`config.mk`:
```
export PLATFORM = sky130hd
export DESIGN_NAME = pc_unit
export DESIGN_NICKNAME = d
export VERILOG_FILES = /design/src/rtl/pcu_pkg.sv /design/src/rtl/pcu_arbiter.sv /design/src/rtl/pcu_stack.sv /design/src/rtl/pcu_addr.sv /design/src/rtl/pc_unit.sv
export SDC_FILE = /design/constraint.sdc
export NUM_CORES = 1
export LEC_CHECK = 0
export ABC_AREA = 1
export BUFFER_PORTS_ARGS = -buffer_cell sky130_fd_sc_hd__buf_2
export CAP_MARGIN = 20
export CELL_PAD_IN_SITES_DETAIL_PLACEMENT = 0
export CELL_PAD_IN_SITES_GLOBAL_PLACEMENT = 1
export CORE_ASPECT_RATIO = 1.75
export CORE_MARGIN = 2
export CORE_UTILIZATION = 40
export CTS_BUF_LIST = sky130_fd_sc_hd__clkbuf_16
export DETAILED_ROUTE_END_ITERATION = 8
export PLACE_DENSITY_LB_ADDON = 0.12
export SLEW_MARGIN = 40
export SYNTH_ARGS = -nofsm -noshare
export SYNTH_HDL_FRONTEND = slang
export SYNTH_SLANG_ARGS = --single-unit
export TNS_END_PERCENT = 30
```
`constraint.sdc`:
```
create_clock -name clk -period 2.6 [get_ports clk]
set_input_delay 0.13 -clock clk [delete_from_list [all_inputs] [get_ports clk]]
set_output_delay 0.13 -clock clk [all_outputs]
set_load 0.03 [all_outputs]
```
`src/rtl/pcu_pkg.sv`:
```
package pcu_pkg;

    localparam int PC_W    = 13;
    localparam int OFS_W   = 11;
    localparam int PAGE_W  = PC_W - OFS_W;
    localparam logic [PC_W-1:0] RESET_VEC = 13'h0000;
    localparam logic [PC_W-1:0] IRQ_VEC   = 13'h0004;

    typedef enum logic [2:0] {
        OP_HOLD,
        OP_STEP,
        OP_JUMP,
        OP_CALL,
        OP_RET,
        OP_IRQ
    } pcu_op_e;

endpackage

```
`src/rtl/pcu_arbiter.sv`:
```
module pcu_arbiter
    import pcu_pkg::*;
(
    input  logic    irq_take,
    input  logic    call_en,
    input  logic    jump_en,
    input  logic    ret_en,
    input  logic    step_en,
    output pcu_op_e op
);

    always_comb begin
        if (irq_take)     op = OP_IRQ;
        else if (call_en) op = OP_CALL;
        else if (jump_en) op = OP_JUMP;
        else if (ret_en)  op = OP_RET;
        else if (step_en) op = OP_STEP;
        else              op = OP_HOLD;
    end

endmodule

```
`src/rtl/pcu_stack.sv`:
```
module pcu_stack #(
    parameter int DEPTH = 8,
    parameter int W     = 13
) (
    input  logic         clk,
    input  logic         rst_n,
    input  logic         push,
    input  logic         pop,
    input  logic [W-1:0] din,
    output logic [W-1:0] top
);

    localparam int PTR_W = $clog2(DEPTH);

    logic [W-1:0]     mem [DEPTH];
    logic [PTR_W-1:0] ptr;
    logic [PTR_W-1:0] ptr_dec;

    assign ptr_dec = ptr - PTR_W'(1);
    assign top     = mem[ptr_dec];

    always_ff @(posedge clk or negedge rst_n) begin
        if (!rst_n) begin
            ptr <= '0;
            for (int i = 0; i < DEPTH; i++) begin
                mem[i] <= '0;
            end
        end else if (push) begin
            mem[ptr] <= din;
            ptr      <= ptr + PTR_W'(1);
        end else if (pop) begin
            ptr <= ptr_dec;
        end
    end


    ptr_wrap_chk: assert property (@(posedge clk) disable iff (!rst_n)
        push |=> ptr == PTR_W'($past(ptr) + PTR_W'(1)));


    pop_ptr_chk: assert property (@(posedge clk) disable iff (!rst_n)
        (pop && !push) |=> ptr == PTR_W'($past(ptr) - PTR_W'(1)));


    push_store_chk: assert property (@(posedge clk) disable iff (!rst_n)
        push |=> mem[$past(ptr)] == $past(din));

endmodule

```
`src/rtl/pcu_addr.sv`:
```
module pcu_addr
    import pcu_pkg::*;
#(
    parameter int MEM_WORDS = 8192
) (
    input  pcu_op_e            op,
    input  logic [PC_W-1:0]    pc,
    input  logic [OFS_W-1:0]   target,
    input  logic [PAGE_W-1:0]  page_sel,
    input  logic [PC_W-1:0]    stack_top,
    output logic [PC_W-1:0]    nxt,
    output logic [PC_W-1:0]    push_val,
    output logic               push,
    output logic               pop
);

    localparam logic [PC_W-1:0] MASK = PC_W'(MEM_WORDS - 1);

    logic [PC_W-1:0] seq;
    logic [PC_W-1:0] far;

    assign seq = (pc + PC_W'(1)) & MASK;
    assign far = {page_sel, target} & MASK;

    always_comb begin
        nxt      = pc;
        push_val = seq;
        push     = 1'b0;
        pop      = 1'b0;
        unique case (op)
            OP_HOLD: nxt = pc;
            OP_STEP: nxt = seq;
            OP_JUMP: nxt = far;
            OP_CALL: begin
                nxt  = far;
                push = 1'b1;
            end
            OP_RET: begin
                nxt = stack_top & MASK;
                pop = 1'b1;
            end
            OP_IRQ: begin
                nxt      = IRQ_VEC & MASK;
                push_val = pc;
                push     = 1'b1;
            end
            default: nxt = pc;
        endcase
    end

endmodule

```
`src/rtl/pc_unit.sv`:
```
module pc_unit
    import pcu_pkg::*;
#(
    parameter int MEM_WORDS   = 8192,
    parameter int STACK_DEPTH = 8
) (
    input  logic              clk,
    input  logic              rst_n,
    input  logic              irq_take,
    input  logic              call_en,
    input  logic              jump_en,
    input  logic              ret_en,
    input  logic              step_en,
    input  logic [10:0]       target,
    input  logic [1:0]        page_sel,
    output logic [12:0]       fetch_addr
);

    localparam int AW = $clog2(MEM_WORDS);
    localparam logic [PC_W-1:0] MASK = PC_W'(MEM_WORDS - 1);

    pcu_op_e         op;
    logic [PC_W-1:0] pc;
    logic [PC_W-1:0] nxt;
    logic [PC_W-1:0] push_val;
    logic [PC_W-1:0] stack_top;
    logic            push;
    logic            pop;

    pcu_arbiter u_arb (
        .irq_take (irq_take),
        .call_en  (call_en),
        .jump_en  (jump_en),
        .ret_en   (ret_en),
        .step_en  (step_en),
        .op       (op)
    );

    pcu_addr #(.MEM_WORDS(MEM_WORDS)) u_addr (
        .op        (op),
        .pc        (pc),
        .target    (target),
        .page_sel  (page_sel),
        .stack_top (stack_top),
        .nxt       (nxt),
        .push_val  (push_val),
        .push      (push),
        .pop       (pop)
    );

    pcu_stack #(.DEPTH(STACK_DEPTH), .W(PC_W)) u_stack (
        .clk   (clk),
        .rst_n (rst_n),
        .push  (push),
        .pop   (pop),
        .din   (push_val),
        .top   (stack_top)
    );

    always_ff @(posedge clk or negedge rst_n) begin
        if (!rst_n) pc <= RESET_VEC;
        else        pc <= nxt;
    end

    assign fetch_addr = pc;


    step_inc_chk: assert property (@(posedge clk) disable iff (!rst_n)
        (op == OP_STEP) |=> fetch_addr == (($past(fetch_addr) + 13'd1) & MASK));


    irq_vec_chk: assert property (@(posedge clk) disable iff (!rst_n)
        irq_take |=> fetch_addr == 13'h0004);


    hold_chk: assert property (@(posedge clk) disable iff (!rst_n)
        !(irq_take || call_en || jump_en || ret_en || step_en) |=> $stable(fetch_addr));


    call_over_jump_chk: assert property (@(posedge clk) disable iff (!rst_n)
        (call_en && !irq_take) |-> push && !pop);

    generate
        if (AW < PC_W) begin : g_small

            range_chk: assert property (@(posedge clk) disable iff (!rst_n)
                fetch_addr[PC_W-1:AW] == '0);
        end
    endgenerate

endmodule

```
==> results.txt, run 1 <==
- The run finished with clean final reports.
* Setup violations, final: 0
* Die extent in y: ~180 microns
- The number of antenna diodes in the final layout is 0.
- For this design the static power due to leakage is 3.75 nW.
- Length of routed wiring on met1: 8630 microns
* Worst-case register-to-register setup slack: 390 ps
* Summed area of non-filler cells in the final layout: 0.00759 sq mm
* Worst reg2reg path depth: 11
- Clock root buffer master: sky130_fd_sc_hd__clkbuf_16
- Pwr Total: 0.00955 W
* Max-Cap Viols: 0
- Worst-path clk slew: 60 ps
- In this run the mean area of a mapped cell was about 7.3 sq um.
- Slew at the pin with the worst max-slew slack: 830 ps
- Among all flip-flop cells after synthesis, the most frequent one is sky130_fd_sc_hd__dfrtp_1.
* Die area: 0.0178 sq mm
- Power per Cell Area: 1260 mW/mm^2
- Power spent charging and discharging nets: 0.00419 W
- The number of pins with negative max-slew slack in the final report was 0.
- Routed wire length: around 20000 microns
* Fillers: 1687
* WL per Instance: roughly 17 microns
* Pre-Repair DR Iteration Count: 5
- After detailed routing, the number of remaining DRC violations is 0.
* Post-route minimum period: 2210 ps
- Stage delay of the slowest cell on the critical path: 500 ps
- The clock net in this run drives a total of 120 sinks.
- Across all setup checks in the final design, the least slack found is just under 400 ps.
* Kind of end point of the critical path: flip-flop
* Synth cell types: 36
- Wire segments on met2 add up to 10400 microns in the final route.
* Worst clock skew: 6.73 ps
- Setup repair after global routing left no endpoint under its margin.
- Area of the core: 0.0164 sq mm
- Post-Synthesis Net Count: 939
* Max-slew headroom: 44.3%
* Crit path DAT: 2560 ps
- On the critical path the largest part of the delay comes from buffers and inverters.
- CTS-repair resized insts: 0
- Crit path max-delay cell type: sky130_fd_sc_hd__dfrtp_2
- Starting Density: 40.9%
- Uppermost layer routed: met4
- The clock network accounts for 22.9% of the total power.
- Wire segments on met3 add up to 881 microns in the final route.
- Insertion delay of the later-clocked pin in the worst-skew pair: 420 ps
- Worst hold slack after final layout: 58.5 ps
- Worst IR Drop VDD: 967 uV
* Crit share post-route: 84.9%
* Total number of cells along the worst setup path: 11
- Before CTS, the worst setup slack after placement is between 300 and 400 ps.
- In this run the critical register-to-register path is launched from u_stack.ptr[0].
- End point of the critical path: fetch_addr[8]
* Nets: 960
- Hold Crit Class: primary input to flip-flop
- For this block, the initial DRC count from the detailed router was 410.
* Setup crit start kind: flip-flop
* CP required: 2960 ps
* Clock buffer depth: 2
* First-pass GRT wire length: 32900 microns
- The via count of the first global-routing pass is around 5900.
* Kind of critical path: flip-flop to flip-flop
- Library cell appearing most often on the critical path: sky130_fd_sc_hd__nand2_1
* Post-synthesis to final-layout area growth: 13.4%
- Final hold violations: 0
* Placed Area: 0.00702 sq mm
- Antenna violations before repair: 0
- Using the TritonRoute via totals, the vias-per-cell ratio works out to between 5 and 6.
* Start point of the critical path: u_stack.ptr[0]
- Global routing used 24.5% of the available tracks across all layers.
- Count of port buffers added during placement: 32
* Mapped cell area: approximately 0.0067 sq mm
- The die is 102 microns wide.
* Internal: 0.00536 W
* Setup TNS Final: 0 ps
* HPWL after detailed placement: 13800 microns
* Post-CTS Hold Buffers: 2
- Net switching fraction of the power: between 40% and 50%
* Buffer and inverter count on the worst path: 3
- Detailed-route via count: around 6000
- In this run the core area contains 62 standard-cell rows.
* Sequential element share of the synthesized area: about 45%
* Post-synthesis cell count: 916
- Counting the buffers created by CTS gives 17.
- GP Congestion: 0.921
- After synthesis, the share of flip-flops with an asynchronous set or reset is between 90% and 100%.
* Layout cell share with drive strength beyond 1: ~13%
- Once the clock tree was built, the setup fixing pass inserted 0 buffers.
- Pin count of the biggest net entering global routing: 55
* H-tree depth: 4
* Clock tree from TritonCTS: done
- Remaining number of nets flagged by the antenna check after routing: 0
- The signal on the critical path passes through inv_2 > ha_1 > clkinv_1 > buf_4 > nor2_1 > nand2_1 > nand3_1 > nand3_1 > nand2_1 > nand2_1 > nand2_1.
- Power share of the combinational group: 44.8%
- Yosys printed 0 warnings.
- Number of synthesized flops with an enable pin: 0
- Derived from the worst setup path, the maximum achievable clock frequency is 0.453 GHz.
- Along the worst path, the maximum fanout reaches 13.
- Registers are responsible for 32.3% of the overall power.
- In this run the critical register-to-register path is captured at fetch_addr[8].
- During I/O placement, the number of pins put on the boundary was 33.
- Overflow after GRT: 0
- The synthesized design contains between 100 and 150 register bits.
==> cell usage after synthesis, drive strengths merged (5+ instances only) <==
library cell | instances | area share, %
o21ai | 98 | 7.4
or2 | 7 | 0.65
nand3 | 154 | 12
buf | 39 | 3.3
dfrtp | 120 | 45
xor2 | 5 | 0.77
nand2 | 283 | 16
inv | 122 | 6.8
clkbuf | 6 | 0.37
nand4 | 7 | 0.84
nor2 | 56 | 4.3
o211ai | 7 | 0.78
==> layout by cell type, fill, tap and decap left out, types with 5 or more instances in the layout <==
cell / count
sky130_fd_sc_hd__o21ai_1: 27
sky130_fd_sc_hd__nand3_1: 148
sky130_fd_sc_hd__o211ai_1: 7
sky130_fd_sc_hd__nand2_1: 278
sky130_fd_sc_hd__nor2_4: 13
sky130_fd_sc_hd__inv_2: 9
sky130_fd_sc_hd__inv_1: 115
sky130_fd_sc_hd__o21ai_0: 70
sky130_fd_sc_hd__clkbuf_16: 17
sky130_fd_sc_hd__buf_2: 31
sky130_fd_sc_hd__nand4_1: 5
sky130_fd_sc_hd__nor2_1: 42
sky130_fd_sc_hd__clkinv_2: 5
sky130_fd_sc_hd__dfrtp_1: 119
sky130_fd_sc_hd__nand3_2: 5
sky130_fd_sc_hd__buf_4: 13
==> power groups by stage <==
stage / combinational (W) / clock (W) / sequential, W
finish: 0.00428 / 0.00218 / 0.00309
global route: 0.00485 / 0.00231 / 0.00318
CTS: 0.00430 / 0.00222 / 0.00309
detailed placement: 0.00429 / 0 / 0.00310
global placement: 0.00419 / 0 / 0.00309
floorplan: 0.00314 / 0 / 0.00300
==> metrics by stage <==
stage	cells	util (%)
2_1_floorplan	916	-
3_3_place_gp	1140	42.8
3_5_place_dp	1140	42.9
4_1_cts	1174	46.3
5_1_grt	1174	46.4
6_report	1174	46.4
==> kinds of logic (layout without fill, tap and decap cells) <==
| logic type | after synthesis | count (layout) | synth area share [%] |
|---|---|---|---|
| AND/OR/NAND/NOR | 509 | 509 | 34.2 |
| XOR/XNOR | 8 | 8 | 1.27 |
| AO/OA/AOI/OAI | 108 | 108 | 8.52 |
| flip-flops | 120 | 120 | 44.8 |
| buffers and inverters | 168 | 202 | 10.6 |
| adder cells (fa/ha/maj) | 3 | 3 | 0.560 |
==> tightest hold or removal path, cell delays in order <==
cell and delay [ps]:
sky130_fd_sc_hd__buf_2 110, sky130_fd_sc_hd__nor2_4 50, sky130_fd_sc_hd__inv_1 50, sky130_fd_sc_hd__nand2_1 40
sky130_fd_sc_hd__o221ai_1 60
==> worst min-delay path by stage <==
| stage | startpoint | endpoint | slack, ps | depth (start not counted) |
|---|---|---|---|---|
| global placement | rst_n | u_stack.mem[101] | 220 | 1 |
| floorplan | rst_n | fetch_addr[0] | -170 | 0 |
| global route | irq_take | u_stack.ptr[1] | 70 | 5 |
| detailed placement | rst_n | u_stack.mem[101] | 210 | 1 |
| CTS | irq_take | u_stack.ptr[1] | 50 | 5 |
| finish | irq_take | u_stack.ptr[1] | 60 | 5 |
==> layer usage <==
| metal | GRT usage, % | up-vias |
|---|---|---|
| li1 | - | 2940 |
| met1 | 32.0 | 2871 |
| met2 | 41.0 | 180 |
| met3 | 3.72 | 26 |
| met4 | 8.56 | 0 |
| met5 | 0 | - |
==> sequential cells by signal (all words and copies together) (netlist names) <==
signal	cells
fetch_addr	13
u_stack.mem	104
u_stack.ptr	3
==> area by class of cell <==
type / count / area (sq um) / area share, %
sequential: 120 / 3000 / 39.6
inverter: 123 / 462 / 6.08
timing repair buffer: 47 / 293 / 3.86
tap: 224 / 280 / 3.69
clock inverter: 15 / 114 / 1.50
clock buffer: 17 / 425 / 5.60
multi-input combinational: 628 / 3020 / 39.7
(Power assumes the default switching activity.)
==> run 2: changes to the inputs <==
==> constraint.sdc (replaced) <==
create_clock -name clk -period 2.12 [get_ports clk]
set_input_delay 0.106 -clock clk [delete_from_list [all_inputs] [get_ports clk]]
set_output_delay 0.106 -clock clk [all_outputs]
set_load 0.03 [all_outputs]
==> run 2 against run 1 <==
Wire length fell by 1.4%. Total power rose by 24%. Final cell count rose by 1.4%. Non-clock buffer count rose by 16. Design area rose by 1.9%. Sequential share of layout area fell by 0.73 points. Global-route usage fell by 0.31 points. Sequential power rose by 20%. Maximum frequency rose by 16%. Critical path type unchanged. Largest cell class is now registers.
==> results.txt, run 2 (synthesis results as in run 1) <==
- Pin count of the biggest net entering global routing: 50 (-9.1%)
- Insertion delay of the later-clocked pin in the worst-skew pair: 410 ps (about the same)
- Slew at the pin with the worst max-slew slack: 799 ps (-30.8 ps)
- H-tree depth: 4 (unchanged)
- Top achievable clock speed: 0.527 GHz (+16%)
* Clock root buffer master: sky130_fd_sc_hd__clkbuf_16
- Number of global-route vias before repair: 6074 (+2.5%)
* Row count: 62 (unchanged)
* Number of flip-flops under the largest register name: 104 (unchanged)
- Remaining number of nets flagged by the antenna check after routing: 0 (unchanged)
* Fillers: 1688 (+0.059%)
- The critical path goes through inv_1 > ha_1 > buf_4 > nor2_1 > nand2_1 > nand3_1 > nand3_1 > nand2_1 > nand2_1 > nand2_1.
* Share of the core filled with cells: 47.3% (+0.87 points)
* Worst clock skew: 13.6 ps (+6.84 ps)
- RSZ-0062 raised after global routing: no
- Crit path DAT: 2200 ps (-360 ps)
* Top-level port count: 33 (unchanged)
- GRT Total Usage: 24.2% (-0.31 points)
* Setup TNS Final: 0 ps (unchanged)
* Clock buffer depth: 2 (unchanged)
- The die width came to 102 microns (unchanged).
* Final hold violations: 0 (unchanged)
- CP required: 2420 ps (-540 ps)
- Max-slew headroom: 46.3% (+2.0 points)
* Hold Crit Class: primary input to flip-flop
- Library cell appearing most often on the critical path: sky130_fd_sc_hd__nand2_1
* First-pass GRT wire length: 32900 microns (about the same)
- For this design, the slowest cell found on the critical path is sky130_fd_sc_hd__dfrtp_1.
- Pre-Repair DR Iteration Count: 6 (+1)
- The number of max-cap violations came to 0 (unchanged).
- Relative to the synthesized area, the layout overhead comes to 15.5%.
* Largest reg by FF count: u_stack.mem
- Die extent in y: 175 microns (unchanged)
- The share of final-layout standard cells stronger than drive strength 1 was 14.0% (+1.3 points).
* Worst IR Drop VDD: 652 uV (-33%)
* Antenna violations before repair: 0 (unchanged)
* Post-route minimum period: 1900 ps (-311 ps)
- Setup violations, final: 0 (unchanged)
- Nets: 976 (+1.7%)
* Buffers inserted by post-CTS timing repair: 0 (unchanged)
- Setup crit start kind: flip-flop
- Leak pwr: 3.83 nW (+2.1%)
* Largest fanout of any net on the critical path: 29 (+16)
- Clk sinks: 120 (unchanged)
* Area of the core: 0.0164 sq mm (unchanged)
* Cts bufs inserted: 17 (unchanged)
* GP Congestion: 0.860 (-6.6%)
- Kind of critical path: flip-flop to flip-flop
- The quantity of I/O buffers inserted on ports is 32 (unchanged).
- TritonCTS built the clock tree.
- The CTS clock-pin slew for the worst setup and hold paths came to 60 ps (about the same).
- The aggregate routed wire length came to 20000 microns (-1.4%).
- Most frequent cells in the layout: 278 x sky130_fd_sc_hd__nand2_1, 148 x sky130_fd_sc_hd__nand3_1, 119 x sky130_fd_sc_hd__dfrtp_1
* Cell family contributing the most delay on the critical path: simple AND/OR/NAND/NOR gates
- The total power divided by cell area is 1540 mW/mm^2 (+22%).
* Overflow after GRT: 0 (unchanged)
- Buffer and inverter count on the worst path: 2 (-1)
* Die area: 0.0178 sq mm (unchanged)
* Mean number of vias per cell: 5.10 (-0.44%)
- The detailed-placement wirelength estimate came to 14100 microns (+2.0%).
- Most common cell after layout, fill and taps aside: sky130_fd_sc_hd__nand2_1
* Kind of end point of the critical path: flip-flop
* WL per Instance: 16.8 microns (-2.7%)
- The portion of the clock cycle consumed by the worst path in the final layout is 89.5% (+4.6 points).
- Stage delay of the slowest cell on the critical path: 410 ps (-90 ps)
- Status: completed
- The antenna diode count is 0 (unchanged).
- The number of pins with negative max-slew slack in the final report was 0 (unchanged).
- The number of DRC violations after detailed-routing iteration 0 is 317 (-23%).
- The starting density of the core came to 40.9% (unchanged).
- Detailed-route via count: 6072 (+0.91%)
* DRC Markers: 0 (unchanged)
## run 2: worst register-to-register path, stage by stage (launching register included)
cell and delay, ps:
sky130_fd_sc_hd__dfrtp_1 410, sky130_fd_sc_hd__inv_1 100, sky130_fd_sc_hd__ha_1 300, sky130_fd_sc_hd__buf_4 370, sky130_fd_sc_hd__nor2_1 90, sky130_fd_sc_hd__nand2_1 80, sky130_fd_sc_hd__nand3_1 80, sky130_fd_sc_hd__nand3_1 180
sky130_fd_sc_hd__nand2_1 70, sky130_fd_sc_hd__nand2_1 60, sky130_fd_sc_hd__nand2_1 40
## run 2: path summary, 6_finish.rpt
check,start,to,slack [ps],cells after the start
setup / recovery,u_stack.ptr[1],fetch_addr[4],220,10
hold / removal,target[5],fetch_addr[5],70,7
setup reg to reg,u_stack.ptr[1],fetch_addr[4],220,10
hold reg to reg,u_stack.mem[0],u_stack.mem[0],470,2
max in group asynchronous,rst_n,u_stack.mem[96],1280,3
min in group asynchronous,rst_n,u_stack.mem[64],210,2
## run 2: where the power goes
group	switching, W	internal, W	leakage [nW]
sequential	0.000439	0.00328	1.50
clock	0.00112	0.00161	0.258
combinational	0.00360	0.00185	2.07
## run 2: layer usage
| layer | part of all wire (%) | up-vias | global-route usage, % |
|---|---|---|---|
| met1 | 41 | 2887 | 31.0 |
| li1 | - | 2974 | - |
| met5 | 0 | - | 0 |
| met2 | 51 | 183 | 40.8 |
| met3 | 4.8 | 28 | 3.64 |
| met4 | 2.7 | 0 | 9.22 |
## run 2: stage by stage
stage	std cells	power [W]	cell area [sq um]	hold WS, ps	worst slack (ps)
6_report	1190	0.0119	7740	67.9	222
5_1_grt	1190	0.0129	7740	116	19.8
4_1_cts	1190	0.0120	7740	67.3	214
3_5_place_dp	1156	0.00919	7160	111	221
3_3_place_gp	1156	0.00910	7150	111	155
2_1_floorplan	916	0.00753	6700	-190	231
## run 2: what timing repair did
| item | CTS | global route |
|---|---|---|
| setup endpoints to repair | 0 | 0 |
| hold buffers | 2 | 0 |
| resized for setup | 0 | 0 |
| endpoints found under the hold margin | 29 | 0 |
## run 2: cell type report
| cell class | instances | area (sq um) | share of cell area [%] |
|---|---|---|---|
| sequential | 120 | 3000 | 38.8 |
| multi-input combinational | 628 | 3000 | 38.8 |
| inverter | 123 | 462 | 5.97 |
| timing repair buffer | 63 | 438 | 5.66 |
| clock buffer | 17 | 425 | 5.50 |
| tap | 224 | 280 | 3.62 |
| clock inverter | 15 | 129 | 1.67 |
